===== src/rtl/rfl_pkg.sv =====
package rfl_pkg;
  // Where a port's operand comes from in the current cycle
  typedef enum logic [2:0] {
    SRC_HOLD,   // operand not needed: latch idle
    SRC_ARRAY,  // read from storage
    SRC_BYP,    // forwarded value
    SRC_ZERO,   // register 0
    SRC_FWD,    // same-cycle write value
    SRC_REUSE   // latch already holds this register
  } rfl_src_e;

  localparam int unsigned RFL_PORTS = 2;
endpackage


===== src/rtl/rfl_event_cnt.sv =====
module rfl_event_cnt #(
  parameter int unsigned CW = 16
) (
  input  logic          clk,
  input  logic          rst_n,
  input  logic          inc,
  output logic [CW-1:0] cnt
);
  always_ff @(posedge clk or negedge rst_n) begin
    if (!rst_n)   cnt <= '0;
    else if (inc) cnt <= cnt + 1'b1;
  end
endmodule


===== src/rtl/rfl_store.sv =====
module rfl_store #(
  parameter int unsigned AW  = 5,
  parameter int unsigned DW  = 32,
  parameter int unsigned NRD = 2
) (
  input  logic                    clk,
  input  logic                    rst_n,
  input  logic                    wr_en,
  input  logic [AW-1:0]           wr_addr,
  input  logic [DW-1:0]           wr_data,
  input  logic [NRD-1:0]          rd_en,
  input  logic [NRD-1:0][AW-1:0]  rd_addr,
  output logic [NRD-1:0][DW-1:0]  rd_data
);
  localparam int unsigned NREG = 1 << AW;

  // Register 0 is not stored
  logic [NREG-1:1][DW-1:0] cells;

  for (genvar r = 1; r < NREG; r++) begin : g_cell
    always_ff @(posedge clk or negedge rst_n) begin
      if (!rst_n)                                 cells[r] <= '0;
      else if (wr_en && (wr_addr == AW'(r)))      cells[r] <= wr_data;
    end
  end

  // A read port drives nothing unless its strobe fires
  for (genvar p = 0; p < NRD; p++) begin : g_rd
    always_comb begin
      rd_data[p] = '0;
      if (rd_en[p]) begin
        for (int r = 1; r < NREG; r++) begin
          if (rd_addr[p] == AW'(r)) rd_data[p] = cells[r];
        end
      end
    end
  end
endmodule


===== src/rtl/rfl_port.sv =====
module rfl_port
  import rfl_pkg::*;
#(
  parameter int unsigned AW = 5,
  parameter int unsigned DW = 32,
  parameter int unsigned CW = 16
) (
  input  logic          clk,
  input  logic          rst_n,
  input  logic          need,
  input  logic [AW-1:0] addr,
  input  logic          byp,
  input  logic [DW-1:0] byp_data,
  input  logic          wr_en,
  input  logic [AW-1:0] wr_addr,
  input  logic [DW-1:0] wr_data,
  input  logic [DW-1:0] arr_data,
  output logic          rd_en,
  output logic [DW-1:0] q,
  output logic [DW-1:0] nxt,
  output logic [CW-1:0] rd_cnt,
  output logic [CW-1:0] lat_cnt,
  output logic [CW-1:0] skip_cnt
);
  rfl_src_e      src;
  logic          is_zero, is_fwd, is_hit, lat_en;
  logic [AW-1:0] tag;
  logic          tag_vld;
  logic [DW-1:0] d;

  always_comb begin
    is_zero = (addr == '0);
    is_fwd  = wr_en && (wr_addr == addr) && !is_zero;
    is_hit  = tag_vld && (tag == addr) && !is_zero && !byp && !is_fwd;
    if (!need)        src = SRC_HOLD;
    else if (byp)     src = SRC_BYP;
    else if (is_zero) src = SRC_ZERO;
    else if (is_fwd)  src = SRC_FWD;
    else if (is_hit)  src = SRC_REUSE;
    else              src = SRC_ARRAY;
    rd_en  = (src == SRC_ARRAY);
    lat_en = (src != SRC_HOLD) && (src != SRC_REUSE);
    unique case (src)
      SRC_BYP:   d = byp_data;
      SRC_FWD:   d = wr_data;
      SRC_ARRAY: d = arr_data;
      default:   d = '0;
    endcase
    nxt = lat_en ? d : q;
  end

  always_ff @(posedge clk or negedge rst_n) begin
    if (!rst_n) begin
      q       <= '0;
      tag     <= '0;
      tag_vld <= 1'b0;
    end else if (lat_en) begin
      q       <= d;
      tag     <= addr;
      tag_vld <= rd_en;
    end else if (wr_en && (wr_addr == tag)) begin
      tag_vld <= 1'b0;
    end
  end

  rfl_event_cnt #(.CW(CW)) u_rd   (.clk(clk), .rst_n(rst_n), .inc(rd_en),          .cnt(rd_cnt));
  rfl_event_cnt #(.CW(CW)) u_lat  (.clk(clk), .rst_n(rst_n), .inc(lat_en),         .cnt(lat_cnt));
  rfl_event_cnt #(.CW(CW)) u_skip (.clk(clk), .rst_n(rst_n), .inc(need && !rd_en), .cnt(skip_cnt));
endmodule


===== src/rtl/regfile_lowpower.sv =====
module regfile_lowpower
  import rfl_pkg::*;
#(
  parameter int unsigned AW = 5,
  parameter int unsigned DW = 32,
  parameter int unsigned CW = 16
) (
  input  logic          clk,
  input  logic          rst_n,
  input  logic          iss_vld,
  input  logic [AW-1:0] rs_addr,
  input  logic          rs_need,
  input  logic          rs_byp,
  input  logic [DW-1:0] rs_byp_data,
  input  logic [AW-1:0] rt_addr,
  input  logic          rt_need,
  input  logic          rt_byp,
  input  logic [DW-1:0] rt_byp_data,
  input  logic          sd_need,
  input  logic          wr_en,
  input  logic [AW-1:0] wr_addr,
  input  logic [DW-1:0] wr_data,
  output logic          rs_rd_en,
  output logic          rt_rd_en,
  output logic          wr_arr_en,
  output logic [DW-1:0] rs_q,
  output logic [DW-1:0] rt_q,
  output logic [DW-1:0] sd_q,
  output logic [CW-1:0] rs_rd_cnt,
  output logic [CW-1:0] rs_lat_cnt,
  output logic [CW-1:0] rs_skip_cnt,
  output logic [CW-1:0] rt_rd_cnt,
  output logic [CW-1:0] rt_lat_cnt,
  output logic [CW-1:0] rt_skip_cnt,
  output logic [CW-1:0] wr_cnt,
  output logic [CW-1:0] sd_lat_cnt
);
  localparam int unsigned NP = RFL_PORTS;

  logic [NP-1:0]          p_need, p_byp, p_rd_en;
  logic [NP-1:0][AW-1:0]  p_addr;
  logic [NP-1:0][DW-1:0]  p_byp_data, p_arr, p_q, p_nxt;
  logic [NP-1:0][CW-1:0]  p_rd_cnt, p_lat_cnt, p_skip_cnt;
  logic                   sd_load;

  // index 0 = rs, index 1 = rt (rt also feeds the store-data latch)
  assign p_need     = {iss_vld && (rt_need || sd_need), iss_vld && rs_need};
  assign p_addr     = {rt_addr, rs_addr};
  assign p_byp      = {rt_byp, rs_byp};
  assign p_byp_data = {rt_byp_data, rs_byp_data};
  assign wr_arr_en  = wr_en && (wr_addr != '0);

  rfl_store #(.AW(AW), .DW(DW), .NRD(NP)) u_store (
    .clk(clk), .rst_n(rst_n),
    .wr_en(wr_arr_en), .wr_addr(wr_addr), .wr_data(wr_data),
    .rd_en(p_rd_en), .rd_addr(p_addr), .rd_data(p_arr)
  );

  for (genvar p = 0; p < NP; p++) begin : g_port
    rfl_port #(.AW(AW), .DW(DW), .CW(CW)) u_port (
      .clk(clk), .rst_n(rst_n),
      .need(p_need[p]), .addr(p_addr[p]),
      .byp(p_byp[p]), .byp_data(p_byp_data[p]),
      .wr_en(wr_en), .wr_addr(wr_addr), .wr_data(wr_data),
      .arr_data(p_arr[p]),
      .rd_en(p_rd_en[p]), .q(p_q[p]), .nxt(p_nxt[p]),
      .rd_cnt(p_rd_cnt[p]), .lat_cnt(p_lat_cnt[p]), .skip_cnt(p_skip_cnt[p])
    );
  end

  // Store-data latch: clocked only for stores
  assign sd_load = iss_vld && sd_need;
  always_ff @(posedge clk or negedge rst_n) begin
    if (!rst_n)       sd_q <= '0;
    else if (sd_load) sd_q <= p_nxt[1];
  end

  rfl_event_cnt #(.CW(CW)) u_wr_cnt (.clk(clk), .rst_n(rst_n), .inc(wr_arr_en), .cnt(wr_cnt));
  rfl_event_cnt #(.CW(CW)) u_sd_cnt (.clk(clk), .rst_n(rst_n), .inc(sd_load),   .cnt(sd_lat_cnt));

  assign rs_rd_en    = p_rd_en[0];
  assign rt_rd_en    = p_rd_en[1];
  assign rs_q        = p_q[0];
  assign rt_q        = p_q[1];
  assign rs_rd_cnt   = p_rd_cnt[0];
  assign rt_rd_cnt   = p_rd_cnt[1];
  assign rs_lat_cnt  = p_lat_cnt[0];
  assign rt_lat_cnt  = p_lat_cnt[1];
  assign rs_skip_cnt = p_skip_cnt[0];
  assign rt_skip_cnt = p_skip_cnt[1];
endmodule


===== config.mk =====
export PLATFORM = sky130hd
export DESIGN_NAME = regfile_lowpower
export DESIGN_NICKNAME = d
export VERILOG_FILES = /design/src/rtl/rfl_pkg.sv /design/src/rtl/rfl_event_cnt.sv /design/src/rtl/rfl_store.sv /design/src/rtl/rfl_port.sv /design/src/rtl/regfile_lowpower.sv
export SDC_FILE = /design/constraint.sdc
export NUM_CORES = 2
export LEC_CHECK = 0
export BUFFER_PORTS_ARGS = -buffer_cell sky130_fd_sc_hd__buf_4
export CORE_MARGIN = 2
export CORE_UTILIZATION = 58
export CTS_BUF_LIST = sky130_fd_sc_hd__clkbuf_4
export DETAILED_ROUTE_END_ITERATION = 16
export PLACE_DENSITY = 0.79
export REMOVE_ABC_BUFFERS = 1
export SYNTH_ARGS = -nofsm -noshare
export SYNTH_HDL_FRONTEND = slang
export SYNTH_SLANG_ARGS = --single-unit

===== constraint.sdc =====
create_clock -name clk -period 2.2 [get_ports clk]
set_input_delay 0.11 -clock clk [delete_from_list [all_inputs] [get_ports clk]]
set_output_delay 0.11 -clock clk [all_outputs]
set_load 0.05 [all_outputs]

==> impl_metrics.xml, run 1 <==
<?xml version="1.0" encoding="UTF-8"?>
<metrics>
  <group name="status">
    <metric name="run_status" unit="">stopped before the end</metric>
    <metric name="haltStage" unit="">global routing</metric>
    <metric name="first_reported_error" unit="">[ERROR GRT-0232] Routing congestion too high. Check the congestion heatmap in the GUI.</metric>
  </group>
  <group name="synthesis">
    <metric name="synth_seq_area_share" unit="%">48.34</metric>
    <metric name="synth.most_common_cell" unit="">dfrtp_1</metric>
    <metric name="netlist_top_cells_area" unit="">dfrtp_1 48%, mux2_2 18%, a22oi_1 4.2%, clkbuf_1 2.1%, nand2_1 2.0%</metric>
    <metric name="synthDominantCellAreaShare" unit="%">48.34</metric>
    <metric name="synth-async-reset-ratio" unit="%">100.0</metric>
    <metric name="syn_avg_cell_area" unit="sq um">11.06</metric>
    <metric name="synth_edf_count" unit="">0</metric>
    <metric name="yosys-top-cells-count" unit="">1228 x dfrtp_1, 1039 x mux2_2, 357 x clkbuf_1, 355 x a22oi_1, 335 x nand2_1</metric>
    <metric name="yosys_warnings" unit="">0</metric>
    <metric name="top_cell_type_by_total_area_after_synthesis" unit="">dfrtp_1</metric>
    <metric name="synth_area" unit="sq um">63560</metric>
    <metric name="netlist_instances" unit="">5748</metric>
    <metric name="ys_dominant_reg_cell" unit="">dfrtp_1</metric>
    <metric name="ys_ff_latch" unit="">1228</metric>
    <metric name="ys_types" unit="">93</metric>
  </group>
  <group name="clocking">
    <metric name="cts_buffer_count" unit="">340</metric>
    <metric name="cts_sinks" unit="">1228</metric>
    <metric name="cts_max_level" unit="">5</metric>
    <metric name="cts_buffer_depth" unit="">4</metric>
    <metric name="cts_root_buffer" unit="">clkbuf_4</metric>
  </group>
  <group name="place">
    <metric name="place_inst" unit="">8314</metric>
    <metric name="gp_congestion" unit="">1.206</metric>
    <metric name="dpl-instance-area" unit="sq um">78220</metric>
    <metric name="place_hpwl" unit="microns">269500</metric>
    <metric name="post_place_worst_slack" unit="ps">-1172</metric>
    <metric name="place.port_buffers" unit="">346</metric>
  </group>
  <group name="die">
    <metric name="row_count" unit="">121</metric>
    <metric name="boundaryPins" unit="">347</metric>
    <metric name="die_width" unit="microns">335.0</metric>
    <metric name="initial_core_util" unit="%">58.39</metric>
    <metric name="fp.dieH" unit="microns">335.0</metric>
  </group>
  <group name="global_routing">
    <metric name="grt_max_degree" unit="">94</metric>
    <metric name="groute.usage.overall" unit="%">83.26</metric>
    <metric name="global_route.overflow_total" unit="">233</metric>
  </group>
  <group name="timing">
    <metric name="repair-timing-grt-worst-ep" unit="">rt_rd_en</metric>
    <metric name="worst-ep-kind" unit="">top-level output</metric>
  </group>
</metrics>
## per-stage QoR
step,setup TNS (ps),util (%)
floorplan,-493910,-
detailed placement,-117470,71.86
CTS,-25570,79.04
global placement,-111230,71.85
## kinds of logic after synthesis
kind of cell	after synthesis	synth area share (%)
buffers and inverters	537	3.399
AND/OR/NAND/NOR	1356	10.96
multiplexers	1076	19.01
XOR/XNOR	150	2.067
AO/OA/AOI/OAI	1393	16.06
adder cells (fa/ha/maj)	8	0.1575
flip-flops	1228	48.34
## repair_timing
item,in CTS
setup buffers,39
hold endpoints to repair,2440
pin swaps,80
cloned,2
hold buffers,268
gates resized for setup,174
setup endpoints to repair,155
## per-layer routing
layer | overflow | global-route usage [%]
met4 | 105 | 77.88
met3 | 19 | 74.05
met1 | 16 | 85.76
met5 | 1 | 47.46
met2 | 92 | 93.55
==> run 2, diff against run 1 <==
Settings changed: CORE_UTILIZATION 58 to 40, CTS_BUF_LIST sky130_fd_sc_hd__clkbuf_4 to not set, PLACE_DENSITY 0.79 to not set, PLACE_DENSITY_LB_ADDON set to 0.15.
Clock period 2.2 ns to 2.9 ns, I/O delays scaled along.
==> impl_metrics.xml, run 2 <==
<?xml version="1.0" encoding="UTF-8"?>
<metrics>
  <group name="final_layout">
    <metric name="finalInstanceArea" unit="sq um">84370</metric>
    <metric name="number_of_filler_cells_placed_in_the_layout" unit="">14200</metric>
    <metric name="share_of_final_layout_standard_cells_stronger_than_drive_strength_1" unit="%">40.98</metric>
    <metric name="multiInputGateArea" unit="sq um">31200</metric>
    <metric name="finish.net_count" unit="">7125</metric>
    <metric name="commonest_non_fill_non_tap_cell_in_the_layout" unit="">buf_4</metric>
    <metric name="max_ffs_per_register" unit="">992</metric>
    <metric name="layout_top_registers" unit="">u_store.cells x992, g_port.u_port.q x64</metric>
    <metric name="max_flop_register" unit="">u_store.cells</metric>
    <metric name="most-common-layout-cells" unit="">1304 x buf_4, 1228 x dfrtp_1, 1039 x mux2_2</metric>
    <metric name="post-route-util" unit="%">53.40</metric>
    <metric name="seqCellArea" unit="sq um">30730</metric>
    <metric name="syn2layout_area_growth" unit="%">32.74</metric>
  </group>
  <group name="die">
    <metric name="initial_core_util" unit="%">40.23</metric>
    <metric name="boundaryPins" unit="">347</metric>
    <metric name="row_count" unit="">146</metric>
    <metric name="core_region_area" unit="sq um">158000</metric>
    <metric name="die_width" unit="microns">402.6</metric>
    <metric name="dieArea" unit="sq um">162100</metric>
    <metric name="fp.dieH" unit="microns">402.6</metric>
  </group>
  <group name="pwr">
    <metric name="seq_power_share" unit="%">43.2</metric>
    <metric name="p_int" unit="W">0.03739</metric>
    <metric name="power-per-cell-area" unit="nW/um^2">673.1</metric>
    <metric name="power.total" unit="W">0.05680</metric>
    <metric name="power_switching" unit="W">0.01940</metric>
    <metric name="ir_drop" unit="mV">0.6526</metric>
    <metric name="swShare" unit="%">34.16</metric>
    <metric name="power.leakage" unit="nW">38.03</metric>
    <metric name="clkPwrFrac" unit="%">35.3</metric>
    <metric name="share_comb_of_total_power" unit="%">21.5</metric>
  </group>
  <group name="min_path">
    <metric name="holdCritPathClass" unit="">input pin to register</metric>
    <metric name="min-delay-start" unit="">wr_addr[1]</metric>
    <metric name="min_delay_worst_endpoint" unit="">g_port[1].u_port.tag_vld$_DFFE_PN0P_</metric>
    <metric name="whs_path_depth" unit="">5</metric>
  </group>
  <group name="timing">
    <metric name="worst_slew_margin_rel" unit="%">0.09129</metric>
    <metric name="max_clock_freq" unit="GHz">0.3309</metric>
    <metric name="setup_viols_final" unit="">5</metric>
    <metric name="timing.final.max_slew_violations" unit="">0</metric>
    <metric name="final-hold-violation-count" unit="">0</metric>
    <metric name="setup_tns" unit="ps">-253.8</metric>
    <metric name="worstMarginPinSlew" unit="ps">1494</metric>
    <metric name="final_min_period_over_clock_period" unit="%">104.2</metric>
    <metric name="period_minus_slack" unit="ps">3022</metric>
    <metric name="setup_ws" unit="ps">-122.2</metric>
    <metric name="clk_skew" unit="ps">45.84</metric>
  </group>
  <group name="critical_path">
    <metric name="cp_data_required_time" unit="ps">3650</metric>
    <metric name="regToRegSetupSlack" unit="ps">-60</metric>
    <metric name="worstSetupStartpointType" unit="">input pin</metric>
    <metric name="worst_r2r_path_depth" unit="">8</metric>
    <metric name="critPathKind" unit="">input pin to register</metric>
    <metric name="crit_path_max_fanout" unit="">19</metric>
    <metric name="crit_arrival" unit="ps">3770</metric>
    <metric name="r2r-end" unit="">sd_q[21]$_DFFE_PN0P_</metric>
    <metric name="crit-reg2reg-launch" unit="">u_store.cells[341]$_DFFE_PN0P_</metric>
    <metric name="critical_path.endpoint_type" unit="">register</metric>
  </group>
  <group name="clocking">
    <metric name="worst_skew_pair.late_latency" unit="ps">830</metric>
    <metric name="cts_buffer_count" unit="">148</metric>
    <metric name="cts_max_level" unit="">4</metric>
    <metric name="clk_transition_reported_paths" unit="ps">60</metric>
    <metric name="cts_buffer_depth" unit="">3</metric>
    <metric name="cts_tree" unit="">built</metric>
    <metric name="cts_root_buffer" unit="">clkbuf_16</metric>
    <metric name="cts_sinks" unit="">1228</metric>
  </group>
  <group name="global_routing">
    <metric name="groute.usage.overall" unit="%">48.59</metric>
    <metric name="global_route.overflow_total" unit="">0</metric>
    <metric name="number_of_antenna_violations_at_the_first_check_in_global_routing" unit="">38</metric>
    <metric name="global_route_wire_length_before_repair" unit="microns">537200</metric>
    <metric name="grt_max_degree" unit="">128</metric>
    <metric name="first_global_vias" unit="">60480</metric>
  </group>
  <group name="route">
    <metric name="detail-route-antenna-nets" unit="">0</metric>
    <metric name="route.final.wire_length" unit="microns">403400</metric>
    <metric name="drt-pass1-iter-count" unit="">7</metric>
    <metric name="post_drt_wl_per_cell" unit="microns">43.80</metric>
    <metric name="drt_drc_violations_left" unit="">0</metric>
    <metric name="vias" unit="">63800</metric>
    <metric name="post_drt_via_cell_ratio" unit="">6.928</metric>
    <metric name="drt_iter0_drc" unit="">10490</metric>
  </group>
  <group name="synthesis">
    <metric name="ys_ff_latch" unit="">1228</metric>
    <metric name="syn_avg_cell_area" unit="sq um">11.06</metric>
    <metric name="yosys-top-cells-count" unit="">1228 x dfrtp_1, 1039 x mux2_2, 357 x clkbuf_1, 355 x a22oi_1, 335 x nand2_1</metric>
    <metric name="synth_area" unit="sq um">63560</metric>
    <metric name="top_cell_type_by_total_area_after_synthesis" unit="">dfrtp_1</metric>
    <metric name="synth_edf_count" unit="">0</metric>
    <metric name="yosys_warnings" unit="">0</metric>
    <metric name="synthDominantCellAreaShare" unit="%">48.34</metric>
    <metric name="synth-async-reset-ratio" unit="%">100.0</metric>
    <metric name="netlist_top_cells_area" unit="">dfrtp_1 48%, mux2_2 18%, a22oi_1 4.2%, clkbuf_1 2.1%, nand2_1 2.0%</metric>
    <metric name="netlist_instances" unit="">5748</metric>
    <metric name="ys_dominant_reg_cell" unit="">dfrtp_1</metric>
    <metric name="ys_types" unit="">93</metric>
    <metric name="synth_seq_area_share" unit="%">48.34</metric>
    <metric name="synth.most_common_cell" unit="">dfrtp_1</metric>
  </group>
  <group name="place">
    <metric name="place_hpwl" unit="microns">300400</metric>
    <metric name="place.port_buffers" unit="">346</metric>
    <metric name="post_place_worst_slack" unit="ps">-876.3</metric>
    <metric name="dpl-instance-area" unit="sq um">77630</metric>
    <metric name="gp_congestion" unit="">1.062</metric>
  </group>
  <group name="run">
    <metric name="timing.max_cap.violations" unit="">1</metric>
  </group>
  <group name="status">
    <metric name="violations_in_the_final_reports" unit="">max-capacitance violations, negative setup slack</metric>
    <metric name="run_status" unit="">finished, violations left</metric>
  </group>
</metrics>
run 2: routing by layer:
metal	vias to the layer above	wire length (microns)	part of all wire (%)	global-route usage, %
met5	-	176	0.044	0
met4	26	28210	7.0	27.75
met3	1264	55890	14	18.96
met2	5332	158200	39	65.83
met1	32710	160900	40	65.51
li1	24470	-	-	-
run 2: power by group through the flow:
stage,Combinational [W],Sequential [W],Clock (W)
floorplan,0.00458,0.0244,0
CTS,0.0119,0.0242,0.0201
global route,0.0126,0.0246,0.0208
global placement,0.0114,0.0244,0
detailed placement,0.0116,0.0244,0
finish,0.0122,0.0245,0.0200
run 2: metrics by stage:
| stage | hold WS, ps | instances |
|---|---|---|
| 6_report | 80.53 | 9209 |
| 3_3_place_gp | 185.4 | 8775 |
| 5_1_grt | 106.0 | 9188 |
| 4_1_cts | 6.573 | 9181 |
| 3_5_place_dp | 158.0 | 8776 |
| 2_1_floorplan | -150.6 | 5241 |
run 2: final cells by class:
| class | instances | area share [%] |
|---|---|---|
| antenna | 23 | 0.06821 |
| tap | 2072 | 3.073 |
| timing repair buffer | 1606 | 17.18 |
| clock inverter | 54 | 0.9728 |
| sequential | 1228 | 36.42 |
| inverter | 30 | 0.1394 |
| clock buffer | 213 | 5.172 |
| multi-input combinational | 3983 | 36.97 |
run 2: repair_timing:
action	in CTS	in global routing
pin swaps	6	4
endpoints found under the hold margin	1706	2
endpoints found under the setup margin	7	20
hold buffers	130	1
setup buffers	9	6
cloned	0	0
resized for setup	11	16
run 2: worst max path at each step:
stage	slack, ps	start	endpoint
detailed placement	-880	rt_addr[0]	sd_q[12]$_DFFE_PN0P_
global placement	-900	rt_addr[0]	sd_q[12]$_DFFE_PN0P_
finish	-120	rt_addr[2]	sd_q[9]$_DFFE_PN0P_
floorplan	-1150	wr_addr[4]	u_store.cells[64]$_DFFE_PN0P_
global route	-5	g_port[1].u_port.tag[1]$_DFFE_PN0N_	rt_rd_en
CTS	0.6	g_port[1].u_port.tag[4]$_DFFE_PN0N_	g_port[1].u_port.q[9]$_DFF_PN0_
run 2: worst max-delay path, cell delays in order:
cell and delay (ps):
buf_4 230, buf_4 230, nor3b_2 550, buf_4 380, o221ai_1 210, o21ai_0 240, o211ai_1 180, buf_4 180
o311ai_0 880, buf_4 230, nand2_1 80, a31oi_1 170
run 2: logic make-up (layout without fill, tap and decap cells):
| family | Yosys count | in the layout | share of synthesized area (%) |
|---|---|---|---|
| multiplexers | 1076 | 1076 | 19.01 |
| adder cells (fa/ha/maj) | 8 | 8 | 0.1575 |
| XOR/XNOR | 150 | 150 | 2.067 |
| flip-flops | 1228 | 1228 | 48.34 |
| buffers and inverters | 537 | 1903 | 3.399 |
| AO/OA/AOI/OAI | 1393 | 1393 | 16.06 |
| other | 0 | 23 | 0 |
| AND/OR/NAND/NOR | 1356 | 1356 | 10.96 |
No activity file was read; power rests on OpenSTA's default activity.
